`src/rtl/rtc_serial_port.sv`:
```
module rtc_serial_port #(
  parameter int DW         = 8,
  parameter int BODY_W     = 48,
  parameter int PAD_W      = 4,
  parameter int STB_BIT    = 3,
  parameter int SCK_BIT    = 4,
  parameter int SDI_BIT    = 5,
  parameter int PAD_EN_BIT = 5,
  parameter int RD_CODE    = 3,
  parameter int EXT_CODE   = 7
) (
  input  logic          clk,
  input  logic          rst_n,
  input  logic          wr_en,
  input  logic          wr_sel,
  input  logic [DW-1:0] wr_data,
  input  logic [6:0]    sec_bin,
  input  logic [6:0]    min_bin,
  input  logic [4:0]    hour_bin,
  input  logic [4:0]    mday_bin,
  input  logic [2:0]    wday_bin,
  input  logic [3:0]    month_bin,
  input  logic [6:0]    year_bin,
  output logic [DW-1:0] mode_q,
  output logic [DW-1:0] status_q
);
  localparam int SH_W = BODY_W + PAD_W;

  function automatic logic [7:0] bcd8(input logic [6:0] v);
    logic [6:0] tens;
    logic [6:0] ones;
    tens = v / 7'd10;
    ones = v - tens * 7'd10;
    return {tens[3:0], ones[3:0]};
  endfunction

  logic [DW-1:0]   ctrl_q;
  logic [3:0]      scmd_q;
  logic [SH_W-1:0] sh_q;

  wire ctrl_wr  = wr_en & ~wr_sel;
  wire stb_fall = ctrl_wr & ctrl_q[STB_BIT] & ~wr_data[STB_BIT];
  wire sck_fall = ctrl_wr & ctrl_q[SCK_BIT] & ~wr_data[SCK_BIT];

  wire [3:0] eff_cmd = (ctrl_q[2:0] == 3'(EXT_CODE)) ? scmd_q : {1'b0, ctrl_q[2:0]};
  wire       load    = stb_fall & (eff_cmd == 4'(RD_CODE));

  wire [BODY_W-1:0] body = {bcd8(year_bin), month_bin, 1'b0, wday_bin,
                            bcd8({2'b00, mday_bin}), bcd8({2'b00, hour_bin}),
                            bcd8(min_bin), bcd8(sec_bin)};
  wire [SH_W-1:0] snap = mode_q[PAD_EN_BIT] ? {body, {PAD_W{1'b0}}}
                                            : {{PAD_W{1'b0}}, body};

  wire [SH_W-1:0] sh_base = load ? snap : sh_q;

  always_ff @(posedge clk) begin
    if (!rst_n) begin
      mode_q <= '1;
      ctrl_q <= '0;
      scmd_q <= '0;
      sh_q   <= '0;
    end else if (wr_en) begin
      if (wr_sel) mode_q <= wr_data;
      else begin
        ctrl_q <= wr_data;
        sh_q   <= sck_fall ? (sh_base >> 1) : sh_base;
        if (sck_fall) scmd_q <= {ctrl_q[SDI_BIT], scmd_q[3:1]};
      end
    end
  end

  assign status_q = {{(DW-1){1'b1}}, 1'b0} & 8'hF8 | {{(DW-1){1'b0}}, sh_q[0]};

  assert_hold_idle_R9: assert property (@(posedge clk) disable iff (!rst_n)
    !wr_en |=> $stable(sh_q) && $stable(scmd_q) && $stable(mode_q));

  assert_no_edge_R9: assert property (@(posedge clk) disable iff (!rst_n)
    (ctrl_wr && !stb_fall && !sck_fall) |=> $stable(sh_q) && $stable(scmd_q));

  assert_shift_right_R6: assert property (@(posedge clk) disable iff (!rst_n)
    (sck_fall && !stb_fall) |=> status_q[0] == $past(sh_q[1]) && sh_q[SH_W-1] == 1'b0);

  assert_serial_in_R7: assert property (@(posedge clk) disable iff (!rst_n)
    sck_fall |=> scmd_q[3] == $past(ctrl_q[SDI_BIT]));

  assert_mode_isolated_R2: assert property (@(posedge clk) disable iff (!rst_n)
    ctrl_wr |=> $stable(mode_q));

  assert_ctrl_isolated_R2: assert property (@(posedge clk) disable iff (!rst_n)
    (wr_en && wr_sel) |=> $stable(ctrl_q) && $stable(sh_q));

  assert_status_form_R6: assert property (@(posedge clk) disable iff (!rst_n)
    status_q[7:3] == 5'h1F && status_q[2:1] == 2'b00);
endmodule

```
`config.mk`:
```
export PLATFORM = sky130hd
export DESIGN_NAME = rtc_serial_port
export DESIGN_NICKNAME = d
export VERILOG_FILES = /design/src/rtl/rtc_serial_port.sv
export SDC_FILE = /design/constraint.sdc
export NUM_CORES = 1
export LEC_CHECK = 0
export BUFFER_PORTS_ARGS = -buffer_cell sky130_fd_sc_hd__buf_2
export CAP_MARGIN = 5
export CORE_MARGIN = 4
export CORE_UTILIZATION = 55
export DETAILED_ROUTE_END_ITERATION = 6
export HOLD_SLACK_MARGIN = 0.06
export PLACE_DENSITY = 0.87
export SKIP_LAST_GASP = 1
export SYNTH_ARGS = -nofsm -noshare
export SYNTH_HDL_FRONTEND = slang
export SYNTH_SLANG_ARGS = --single-unit
```
`constraint.sdc`:
```
create_clock -name clk -period 5.4 [get_ports clk]
set_input_delay 1.35 -clock clk [delete_from_list [all_inputs] [get_ports clk]]
set_output_delay 1.35 -clock clk [all_outputs]
set_load 0.005 [all_outputs]
```
* Yosys cells after proc, flatten, opt, wreduce, memory -nomap -nowiden
Cells that the tools add are included.
** Word-level totals
- Flip-flop bits (word level) :: 70
- Latch bits :: 0
- Bits in writable memories :: 0
- ROM bits :: 0
- Input bits :: 50
- Output and inout port bits :: 16
- Logic and storage cells :: 40
- Memories kept :: 0
** Operators by class
- Add/subtract/negate cells :: 5
- Multiply operators :: 5
- Div/mod/pow operators :: 5
- Magnitude comparators :: 0
- Equality and inequality tests :: 2
- Shift-type cells :: 0
- Muxes and demuxes :: 4
- Bitwise logic cells :: 9
- Reductions and logical operators :: 5
** Operator list (number)
- $mux 52 :: 3
- $mul 7x3->3 const B :: 5
- $div 7x4->7 const B :: 3
- $sub 4x4->4 :: 5
- $div 5x4->7 const B :: 2
- $and 1x1->1 :: 6
- $reduce_and 3->1 :: 2
- $eq 4x2->1 const B :: 1
- $mux 4 :: 1
- $reduce_and 2->1 :: 2
- $eq 3x3->1 const B :: 1
- $not 1->1 :: 3
- $reduce_bool 2->1 :: 1

* Logic depth before layout (Yosys ltp)
Gate-level depths: netlist of the first run.
- Depth in word-level cells :: 7
- Gate-level depth with buffers :: 18
- Gate-level depth less buffers :: 17

* Worst setup path after synthesis of the first run
Ideal clock, no wire load.
- Path kind :: input to register
- Start :: in year_bin[4]
- End :: reg sh_q[46]
- Library setup time :: 0.070 ns
- Arrival time :: 4.823 ns
- Data required time :: 5.330 ns
- Setup slack :: 0.507 ns
- Cell stages on the path :: 18
- Buffers on the path :: 1
- Cell sequence :: buf_2 > nand2_1 > a21oi_1 > o41a_1 > ha_1 > nor2b_1 > o22ai_1 > a211o_1 > a211o_1 > ha_1 > inv_1 > fa_1 > inv_1 > a2111oi_2 > a311oi_2 > a2111oi_0 > a211oi_1 > a21oi_1
** On the way
- Cells in the longest elaborated chain, start to end :: 6
** RTL lines
- start: declaration :: RTL line 23 : input logic [6:0] year_bin,
- $div 7x4->7 (*) :: RTL line 32 : tens = v / 7'd10;
- $mul 7x3->3 :: RTL line 33 : ones = v - tens * 7'd10;
- $sub 4x4->4 :: RTL line 33
- $mux 52 (*) :: RTL line 51 : wire [SH_W-1:0] snap = mode_q[PAD_EN_BIT] ? {body, {PAD_W{1'b0}}}
- $mux 52 (*) :: RTL line 54 : wire [SH_W-1:0] sh_base = load ? snap : sh_q;
- $mux 52 (*) :: RTL line 66 : sh_q <= sck_fall ? (sh_base >> 1) : sh_base;
- end signal: assignment :: RTL line 66
- end: declaration :: RTL line 39 : logic [SH_W-1:0] sh_q;
Mark *: on every way between the ends. The rest lies on a longest branch, timed or not. The select of a mux whose other input is x is not followed.
A chain may end at the register's enable or synchronous reset.

* Worst setup path after layout of the first run
- Start :: in year_bin[5]
- End :: reg sh_q[47]
Same word-level chain as after synthesis.

==> results of run 1 <==
report_power, final:
part	total, uW	internal [uW]	switching, uW
Combinational	277	105	172
Sequential	535	523	11.8
Clock	445	219	226
through the flow:
step                hold slack, ns  util (%)
floorplan                   0.4320         -
global placement            0.4411     60.27
detailed placement          0.4500     60.27
CTS                         0.4616     62.46
global route                0.4856     62.46
finish                      0.4593     62.46
final cells by class:
cell class                 count  area (um^2)  share of cell area (%)
clock buffer                   9        123.9                   2.106
multi-input combinational    564         3613                   61.45
tap                          129        161.4                   2.745
clock inverter                 7        82.58                   1.404
timing repair buffer          71        387.9                   6.596
sequential                    70         1403                   23.85
inverter                      29        108.9                   1.851
routing by layer:
metal / wire length (um) / global-route usage [%] / share of wire (%)
met2: 7030 / 41.87 / 46
met3: 1551 / 6.081 / 10
met4: 598 / 11.60 / 3.9
met1: 6140 / 33.77 / 40
met5: 0 / 0 / 0
worst max-delay path by stage:
stage,cells after the start,endpoint,from
global route,18,sh_q[11],min_bin[5]
floorplan,18,sh_q[46],year_bin[4]
finish,18,sh_q[47],year_bin[5]
global placement,18,sh_q[43],year_bin[5]
CTS,18,sh_q[46],year_bin[5]
detailed placement,18,sh_q[46],year_bin[5]
cells by family (layout without fill, tap and decap cells):
logic type                 after synthesis  in the layout  synth area share, %
and+or+nand+nor                        273            273                24.37
AOI/OAI and AO/OA                      240            240                32.21
buffers and inverters                   93            116                7.892
DFF                                     70             70                25.92
muxes                                   18             18                3.379
adders and majority gates               17             17                4.629
xor gates and xnor gates                 9              9                1.458
other                                    2              7               0.1389
sequential cells by signal (all words and copies together), names as in the netlist:
signal and cells:
mode_q 8, sh_q 52, ctrl_q 6, scmd_q 4
layout by cell type, fill, tap and decap left out, types with 4 or more instances in the layout:
master	n
and3_1	6
o21ai_1	5
nor2_1	45
nand3_1	18
nand2_1	115
a32oi_1	4
nor3_1	16
o21a_1	6
o21ai_0	22
a31oi_1	6
o22a_1	4
buf_4	13
dfxtp_1	69
o221ai_1	4
nor2b_1	12
mux2i_1	16
a211o_1	5
xnor2_1	6
a21oi_1	58
fa_1	5
buf_2	58
a21o_1	8
a211oi_1	21
clkbuf_8	9
o31a_1	4
o22ai_1	9
a22oi_1	8
inv_1	28
o211ai_1	8
o31ai_1	7
and2_1	12
a221oi_1	10
a2111oi_0	5
nand2b_1	18
ha_1	12
conb_1	7
or2_2	4
worst register-to-register path, stage by stage, from the launching register on:
cell      delay (ns)
dfxtp_2         1.06
clkinv_1        0.71
buf_4           0.40
nor2_1          0.49
a221o_1         0.31
a22oi_1         0.09
a21oi_1         0.16
==> impl_results.md, run 1 <==
- Layout overhead on the synthesized area: 8.771%
- Ant. Diodes: 0
- CTS Hold Bufs: 0
- Area share of the largest cell type after synthesis: 25.92%
- Vias in the first global route: about 5300
- Pre-CTS setup slack: approximately 0.057 ns
- Clock transition at path regs: approximately 0.08 ns
- Ranking of synthesized cells by area: dfxtp_1 26%, nand2_1 8.0%, a21oi_1 5.4%, nor2_1 3.2%, mux2i_1 3.0%
- Die Y-Extent: approximately 110 um
- PortBufs: 58
- Final min period: 5.037 ns
- Pre-Repair DR Iteration Count: 6
- Slew margin rel.: between 20% and 30%
- Critical path class: primary input to register
- Via count: 5792
- CTS Buf Count: 9
- Worst skew pair latency: ~0.36 ns
- # H-tree levels: 3
- RR Startpoint: mode_q[5]
- P_leak: 0.002259 uW
- Fmax achieved: approximately 200 MHz
- Max FO, Critical Path: 17
- Final worst slack: around 0.36 ns
- Max-Cap Viols: 0
- Worst path bufs/invs: 3
- PwrDens: about 210 nW/um^2
- Crit path DAT: between 5 and 6 ns
- Number of synthesized flops with an enable pin: 0
- FP Rows: 35
- CTS tree: yes
- Most frequent cell after synthesis: nand2_1
- Routed wire length: ~15000 um
- Top delay family on crit path: compound AO/OA/AOI/OAI gates
- WL/cell: between 15 and 20 um
- Post-synthesis cell type count: between 80 and 90
- Hold Violations, Final: 0
- Clock Path Buffers: 2
- # DRC: 0
- Fraction of registers with async set/reset: 0%
- Finished Cell Area: slightly below 6000 um^2
- Min-Delay Endpoint: sh_q[32]
- Design Power: 1257 uW
- Clk root buf: clkbuf_8
- WP data required: 5.67 ns
- #FFs+latches synth: 70
- Mapped Cells: around 720
- Vias/cell: ~6.6
- Crit-path max cell delay: a little under 0.5 ns
- Sequential area share after synthesis: approximately 26%
- Layout Nets: slightly above 800
- RSZ-0062 raised after global routing: false
- Setup TNS: 0 ns
- Initial Util: about 57%
- Sinks on Clock Net: 70
- R2r setup slk: between 2 and 2.5 ns
- Worst-path cell chain: buf_2 > or2_2 > a21oi_1 > o41a_1 > ha_1 > nor2b_1 > o22ai_1 > a211o_1 > a211o_1 > ha_1 > inv_1 > fa_1 > inv_1 > a2111oi_2 > a311oi_2 > a2111oi_0 > a211oi_1 > o22ai_1
- IO Pins: 66
- Dpl cell area: 5674 um^2
- Post-CTS sizing: 0
- GRT Util Overall: between 20% and 30%
- Crit. End Element: register
- Crit-path slowest cell: a2111oi_0
- Most instantiated cells after synthesis: 115 x nand2_1, 70 x dfxtp_1, 58 x a21oi_1
- First-pass GRT wire length: ~25000 um
- Synth warn: 0
- Area leader, netlist: dfxtp_1
- Post-Layout Cell Count: around 900
- Die area: 11480 um^2
- Fillcell total: between 800 and 900
- Dpl hpwl: ~11000 um
- Clock skew: between 0.01 and 0.015 ns
- Actual slew at the worst max-slew pin: around 1.1 ns
- Antenna Nets Post-Route: 0
- Reg2Reg Depth: 6
- # Post-CTS Setup Buffers: 0
- CP Launch Type: primary input
- Outcome: completed
- Most used DFF post-synth: dfxtp_1
- Mapped Avg Cell Area: ~7.5 um^2
- Gr ovfl total: 0
- Core ar.: ~9400 um^2
- Die W: approximately 110 um
- GP Congestion: 0.9465
- Final period utilization: between 90 and 100%
- Worst VDD drop: approximately 0.00014 V
- Detailed Route Iter0 Violations: between 600 and 700
- Max Slew Vio Count: 0
- Reg-to-Reg End: sh_q[8]
- Final setup vio count: 0
- Hold depth: 2
- Largest net degree at the start of global routing: 56
- Min-Delay Startpoint: sh_q[32]
- Share of layout cells above drive strength 1: 14.80%
- Type of the worst min-delay path: register to register
- Initial antenna violation count: 0
- Dpl cells: 863
- Cell Area, Synth: approximately 5400 um^2
(Power assumes the default switching activity.)
==> run 2: changes to the inputs <==
--- a/config.mk
+++ b/config.mk
@@ -5,13 +5,14 @@
 export SDC_FILE = /design/constraint.sdc
 export NUM_CORES = 1
 export LEC_CHECK = 0
+export ABC_AREA = 1
 export BUFFER_PORTS_ARGS = -buffer_cell sky130_fd_sc_hd__buf_2
 export CAP_MARGIN = 5
 export CORE_MARGIN = 4
 export CORE_UTILIZATION = 55
 export DETAILED_ROUTE_END_ITERATION = 6
 export HOLD_SLACK_MARGIN = 0.06
-export PLACE_DENSITY = 0.87
+export PLACE_DENSITY = 0.88
 export SKIP_LAST_GASP = 1
 export SYNTH_ARGS = -nofsm -noshare
 export SYNTH_HDL_FRONTEND = slang
==> run 2 against run 1 <==
Net effect: routed wire length is 30% lower; worst setup slack gained 0.83 ns; global-route usage is 4.3 points lower; first-iteration DRC count is 50% lower; utilization increased by 0.98 points; area after synthesis shrank 16%; synthesized cell count decreased by 6.1%; die area fell by 15%; cell area decreased by 15%; final cell count is 6.4% lower; non-clock buffer count decreased by 10; critical endpoint is now sh_q[26]; highest routed layer unchanged.
==> impl_results.md, run 2 <==
- Fraction of registers with async set/reset: 0% (unchanged)
- Critical path class: primary input to register
- Reg2Reg Depth: 12 (+6)
- Antenna Nets Post-Route: 0 (unchanged)
- Largest reg by FF count: sh_q
- P_leak: 0.002286 uW (+1.2%)
- Max reg flops: 52 (unchanged)
- Final min period: 4.210 ns (-0.8268 ns)
- Clock Path Buffers: 2 (unchanged)
- Die area: 9786 um^2 (-15%)
- Sequential area share after synthesis: 30.82% (+4.9 points)
- Clk root buf: clkbuf_8
- CTS Buf Count: 9 (unchanged)
- Core ar.: 7888 um^2 (-16%)
- Ant. Diodes: 0 (unchanged)
- Hold depth: 2 (unchanged)
- Slew margin rel.: 39.41% (+12 points)
- PwrDens: 245.4 nW/um^2 (+15%)
- Top Layer Used: met4
- Sinks on Clock Net: 70 (unchanged)
- Max-Cap Viols: 0 (unchanged)
- Final period utilization: 77.97% (-15 points)
- Commonest non-fill, non-tap cell in the layout: nand2_1
- Mapped Avg Cell Area: 6.706 um^2 (-10%)
- Crit. End Element: register
- Worst VDD drop: 0.0001447 V (+2.0%)
- Gr ovfl total: 0 (unchanged)
- Metal3 WL: 656 um (-58%)
- Type of the worst min-delay path: register to register
- M1 wire length: 4672 um (-24%)
- Min-Delay Endpoint: mode_q[3]
- RSZ-0062 raised after global routing: false
- Setup TNS: 0 ns (unchanged)
- Via count: 4517 (-22%)
- GRT Util Overall: 21.96% (-4.3 points)
- Dpl cells: 807 (-6.5%)
- Fmax achieved: 237.5 MHz (+20%)
- Crit-path slowest cell: fa_1
- Final setup vio count: 0 (unchanged)
- Worst Setup SP: mday_bin[2]
- Dpl hpwl: 7494 um (-30%)
- Clock transition at path regs: 0.08 ns (about the same)
- Hold Violations, Final: 0 (unchanged)
- Pre-Repair DR Iteration Count: 7 (+1)
- Initial Util: 57.65% (+0.22 points)
- GP Congestion: 0.8483 (-10%)
- Worst-path cell chain: buf_2 > inv_1 > nor2_1 > nand3_1 > o21bai_1 > inv_1 > ha_1 > nand2_1 > inv_1 > o311ai_0 > nand2_1 > inv_1 > ha_1 > fa_1 > xnor2_1 > xor2_1 > a22o_1 > nand2_1 > a21oi_1
- Largest net degree at the start of global routing: 58 (+3.6%)
- Vias/cell: 5.488 (-17%)
- Area share of the largest cell type after synthesis: 30.82% (+4.9 points)
- Outcome: completed
- Met2 WL post-DR: 5274 um (-25%)
- Actual slew at the worst max-slew pin: 0.9075 ns (-0.1754 ns)
- Detailed Route Iter0 Violations: 320 (-50%)
- Biggest regs: sh_q x52, mode_q x8, ctrl_q x6
- Layout overhead on the synthesized area: 10.04%
- Crit-path max cell delay: 0.38 ns (-0.11 ns)
- R2r setup slk: 2.88 ns (+0.79 ns)
- Layout Nets: 783 (-3.6%)
- Max FO, Critical Path: 4 (-13)
- Most frequent cell after synthesis: nand2_1
- CTS tree: yes
- Cell Area, Synth: 4547 um^2 (-16%)
- Post-synthesis cell type count: 37 (-56%)
- First-pass GRT wire length: 18470 um (-26%)
- Worst skew pair latency: 0.35 ns (about the same)
- Initial antenna violation count: 0 (unchanged)
- PortBufs: 58 (unchanged)
- Min-Delay Startpoint: mode_q[3]
- Most instantiated cells after synthesis: 236 x nand2_1, 72 x inv_1, 70 x dfxtp_1
- # H-tree levels: 3 (unchanged)
- Die Y-Extent: 98.93 um (-7.7%)
- CP most frequent cell: inv_1
- Reg-to-Reg End: sh_q[43]
- WL/cell: 13.06 um (-25%)
- RR Startpoint: scmd_q[2]
- Most frequent cells in the layout: 236 x nand2_1, 72 x inv_1, 70 x dfxtp_1
- Crit path DAT: 4.48 ns (-0.83 ns)
- Ranking of synthesized cells by area: dfxtp_1 31%, nand2_1 19%, o221ai_2 7.3%, inv_1 5.9%, a21oi_1 5.7%
- Area leader, netlist: dfxtp_1
- Routed wire length: 10750 um (-30%)
- Clock skew: 0.008213 ns (-0.001914 ns)
- Die W: 98.93 um (-7.7%)
- Mapped Cells: 678 (-6.1%)
- Share of layout cells above drive strength 1: 16.64% (+1.8 points)
- Post-Layout Cell Count: 823 (-6.4%)
- WP data required: 5.67 ns (about the same)
- Vias in the first global route: 4264 (-20%)
- Synth warn: 0 (unchanged)
- FP Rows: 32 (-8.6%)
- CP Launch Type: primary input
- Number of synthesized flops with an enable pin: 0 (unchanged)
- # DRC: 0 (unchanged)
- Max Slew Vio Count: 0 (unchanged)
- Most used DFF post-synth: dfxtp_1
- #FFs+latches synth: 70 (unchanged)
- Post-CTS sizing: 0 (unchanged)
- # Post-CTS Setup Buffers: 0 (unchanged)
- CTS Hold Bufs: 0 (unchanged)
- IO Pins: 66 (unchanged)
## run 2: worst max-delay path: cells and delay by family
kind / cells / cell delay, ns
AO/OA/AOI/OAI: 4 / 0.74
XOR/XNOR: 2 / 0.43
adder cells (fa/ha/maj): 3 / 0.88
buffers and inverters: 5 / 0.51
AND/OR/NAND/NOR: 5 / 0.57
## run 2: final cells by class
type	count	area [um^2]
Clock inverter	7	97.59
Multi-Input combinational cell	492	2633
Tap cell	102	127.6
Clock buffer	9	123.9
Timing Repair Buffer	61	312.8
Sequential cell	70	1401
Inverter	82	307.8
Fill cell	679	2884
## run 2: how the worst max path moves through the flow
stage,to,cells after the start,slack (ns)
after floorplan,sh_q[31],18,1.49
after global placement,sh_q[2],24,1.11
after detailed placement,sh_q[14],22,0.86
after CTS,sh_q[26],19,1.21
after global routing,sh_q[14],22,0.81
final,sh_q[26],19,1.19
## run 2: cell families after synthesis
logic type               Yosys count  synth area share, %
AO/OA/AOI/OAI                    129                20.58
XOR/XNOR                           7                1.348
adder cells (fa/ha/maj)           17                5.504
buffers and inverters            121                11.69
flip-flops                        70                30.82
other                              2               0.1652
AND/OR/NAND/NOR                  332                29.88
## run 2: power breakdown
group	switching (uW)	internal [uW]
registers	4.92	524
clock network	208	261
logic	154	75.8
## run 2: layer usage
layer  global-route usage (%)  vias up
li1                         -     2259
met1                    27.65     2079
met2                    38.02      160
met3                    3.963       19
met4                    6.828        0
met5                        0        -
## run 2: through the flow
step / total power, uW / area, um^2 / hold WS (ns) / utilization (%) / setup WS (ns)
after floorplan: 704.3 / 4566 / 0.4559 / - / 1.492
after global placement: 755.9 / 4782 / 0.4513 / 60.63 / 1.105
after detailed placement: 768.4 / 4782 / 0.4570 / 60.63 / 0.8574
after CTS: 1234 / 5004 / 0.4814 / 63.44 / 1.207
after global routing: 1287 / 5004 / 0.4888 / 63.44 / 0.8098
final: 1228 / 5004 / 0.4764 / 63.44 / 1.190
==> run 3: changes to the inputs <==
--- a/config.mk
+++ b/config.mk
@@ -5,14 +5,14 @@
 export SDC_FILE = /design/constraint.sdc
 export NUM_CORES = 1
 export LEC_CHECK = 0
-export ABC_AREA = 1
+export ABC_AREA = 0
 export BUFFER_PORTS_ARGS = -buffer_cell sky130_fd_sc_hd__buf_2
 export CAP_MARGIN = 5
 export CORE_MARGIN = 4
 export CORE_UTILIZATION = 55
 export DETAILED_ROUTE_END_ITERATION = 6
 export HOLD_SLACK_MARGIN = 0.06
-export PLACE_DENSITY = 0.88
+export PLACE_DENSITY = 0.87
 export SKIP_LAST_GASP = 1
 export SYNTH_ARGS = -nofsm -noshare
 export SYNTH_HDL_FRONTEND = slang
==> constraint.sdc (replaced) <==
create_clock -name clk -period 4.3 [get_ports clk]
set_input_delay 1.075 -clock clk [delete_from_list [all_inputs] [get_ports clk]]
set_output_delay 1.075 -clock clk [all_outputs]
set_load 0.005 [all_outputs]
==> run 3 against run 2 <==
Net effect: the flow now finishes with violations (DRC); clock-buffer cell count did not move; first-iteration DRC count rose by 84%; worst setup slack got worse by 1.2 ns; critical endpoint is now sh_q[47].
==> impl_results.md, run 3 (synthesis gave the netlist of run 1 again) <==
- Max Slew Vio Count: 0 (unchanged)
- Max-Cap Viols: 0 (unchanged)
- Crit. End Element: register
- Max FO, Critical Path: 6 (+2)
- CTS Hold Bufs: 0 (unchanged)
- M1 wire length: 6170 um (+32%)
- Vias in the first global route: 5697 (+34%)
- Fmax achieved: about 230 MHz
- Slew margin rel.: 30.28% (-9.1 points)
- Clock Path Buffers: 2 (unchanged)
- PortBufs: 58 (unchanged)
- Share of layout cells above drive strength 1: 23.19% (+6.6 points)
- Initial antenna violation count: 0 (unchanged)
- Fillcell total: 727 (+7.1%)
- Crit path DAT: 4.50 ns (+0.02 ns)
- Antenna Nets Post-Route: 0 (unchanged)
- Type of the worst min-delay path: register to register
- IO Pins: 66 (unchanged)
- Sinks on Clock Net: 70 (unchanged)
- Core ar.: 9415 um^2 (+19%)
- Outcome: finished, violations left
- Setup TNS: 0 ns (unchanged)
- CP Launch Type: primary input
- # H-tree levels: 3 (unchanged)
- Most frequent cells in the layout: 115 x nand2_1, 69 x dfxtp_1, 57 x a21oi_1
- Dpl hpwl: 11220 um (+50%)
- Met2 WL post-DR: 7923 um (+50%)
- Largest reg by FF count: sh_q
- Finished Cell Area: 6456 um^2 (+29%)
- WL/cell: 17.39 um (+33%)
- Final period utilization: 99.93%
- Vias/cell: 6.408 (+17%)
- Actual slew at the worst max-slew pin: 1.045 ns (+0.1371 ns)
- Final min period: roughly 4.3 ns
- Pre-Repair DR Iteration Count: 7 (unchanged)
- PwrDens: 257.5 nW/um^2 (+4.9%)
- Die Y-Extent: 107.1 um (+8.3%)
- Die area: 11480 um^2 (+17%)
- GP Congestion: 0.9154 (+7.9%)
- Biggest regs: sh_q x52, mode_q x8, ctrl_q x6
- Final setup vio count: 0 (unchanged)
- Clock transition at path regs: 0.08 ns (about the same)
- Ant. Diodes: 0 (unchanged)
- Max reg flops: 52 (unchanged)
- Largest net degree at the start of global routing: 55 (-5.2%)
- Metal3 WL: 1282 um (+95%)
- Post-Layout Cell Count: 918 (+12%)
- GRT Util Overall: 28.02% (+6.1 points)
- Layout overhead on the synthesized area: 19.42%
- Dpl cells: 897 (+11%)
- Layout Utilization: 68.57% (+5.1 points)
- Routed wire length: 15960 um (+49%)
- Clk root buf: clkbuf_8
- CTS Buf Count: 9 (unchanged)
- Detailed Route Iter0 Violations: 588 (+84%)
- Top Layer Used: met4
- WP data required: 4.50 ns (-1.17 ns)
- Failing checks: DRC
- Die W: 107.1 um (+8.3%)
- First-pass GRT wire length: 26850 um (+45%)
- RSZ-0062 raised after global routing: true
- Commonest non-fill, non-tap cell in the layout: nand2_1
- Via count: 5883 (+30%)
- Critical path class: primary input to register
- P_leak: 0.002513 uW (+9.9%)
- Layout Nets: 851 (+8.7%)
- Worst skew pair latency: 0.35 ns (about the same)
- Gr ovfl total: 0 (unchanged)
- Hold_ws: 0.4523 ns (-0.02417 ns)
- Initial Util: 57.42% (-0.22 points)
- # DRC: 12 (+12)
- Worst VDD drop: 0.0002066 V (+43%)
- Dpl cell area: 6073 um^2 (+27%)
- Hold Violations, Final: 0 (unchanged)
- CTS tree: yes
- FP Rows: 35 (+9.4%)
- Clock skew: 0.008380 ns (+0.0001676 ns)
## run 3: cell count changes in the layout (fill, tap and decap cells not counted), moves of 12 or more
cell | previous run | this run
buf_4 | 3 | 53
inv_1 | 72 | 24
o221ai_2 | 22 | 1
nand2_1 | 236 | 115
mux2i_1 | 0 | 16
nand3_1 | 43 | 18
nand2b_1 | 0 | 16
o21ai_1 | 17 | 5
a211oi_1 | 0 | 15
## run 3: repair_timing
item                       in CTS  in global routing
gates resized for setup         0                 29
setup endpoints to repair       0                  8
setup buffers                   0                  5
## run 3: routing by layer
layer | global-route usage, % | vias up
li1 | - | 2747
met1 | 34.37 | 2755
met2 | 48.44 | 316
met3 | 4.515 | 65
met4 | 11.78 | 0
met5 | 0 | -
## run 3: area by class of cell
type	count	area (um^2)	share of cell area, %
clock buffer	9	123.9	1.919
clock inverter	7	81.33	1.260
inverter	29	111.4	1.725
multi-input combinational	564	3864	59.85
sequential	70	1403	21.72
tap	129	161.4	2.500
timing repair buffer	110	711.9	11.03
## run 3: where the power goes
part           switching, uW  internal [uW]
Combinational            258            182
Sequential              4.82            657
Clock                    284            277
Total                    547           1120
## run 3: worst paths after layout
path / from / slack [ns] / cells past startpoint / end
worst max-delay path: year_bin[5] / 0.003 / 18 / sh_q[47]
worst min-delay path: ctrl_q[5] / 0.45 / 2 / scmd_q[3]
worst max register to register: scmd_q[2] / 1.67 / 6 / sh_q[3]
worst min register to register: ctrl_q[5] / 0.45 / 2 / scmd_q[3]
## run 3: per-stage QoR
step	setup WS (ns)	power, uW
finish	0.003202	1662
global route	-0.08327	1736
CTS	0.05339	1626
detailed placement	-0.3083	1078
global placement	-0.08385	1059
floorplan	-0.03379	945.9
## run 3: worst max-delay path, stage by stage
cell and delay (ns):
buf_6 0.10, or2_4 0.12, a21oi_1 0.06, o41a_1 0.39, ha_1 0.29, nor2b_4 0.20
o22ai_2 0.10, a211o_1 0.32, a211o_1 0.30, ha_2 0.19, inv_2 0.05, fa_2 0.24
inv_4 0.06, a2111oi_4 0.33, a311oi_4 0.12, and2_1 0.19, a211oi_2 0.25, o22ai_1 0.10
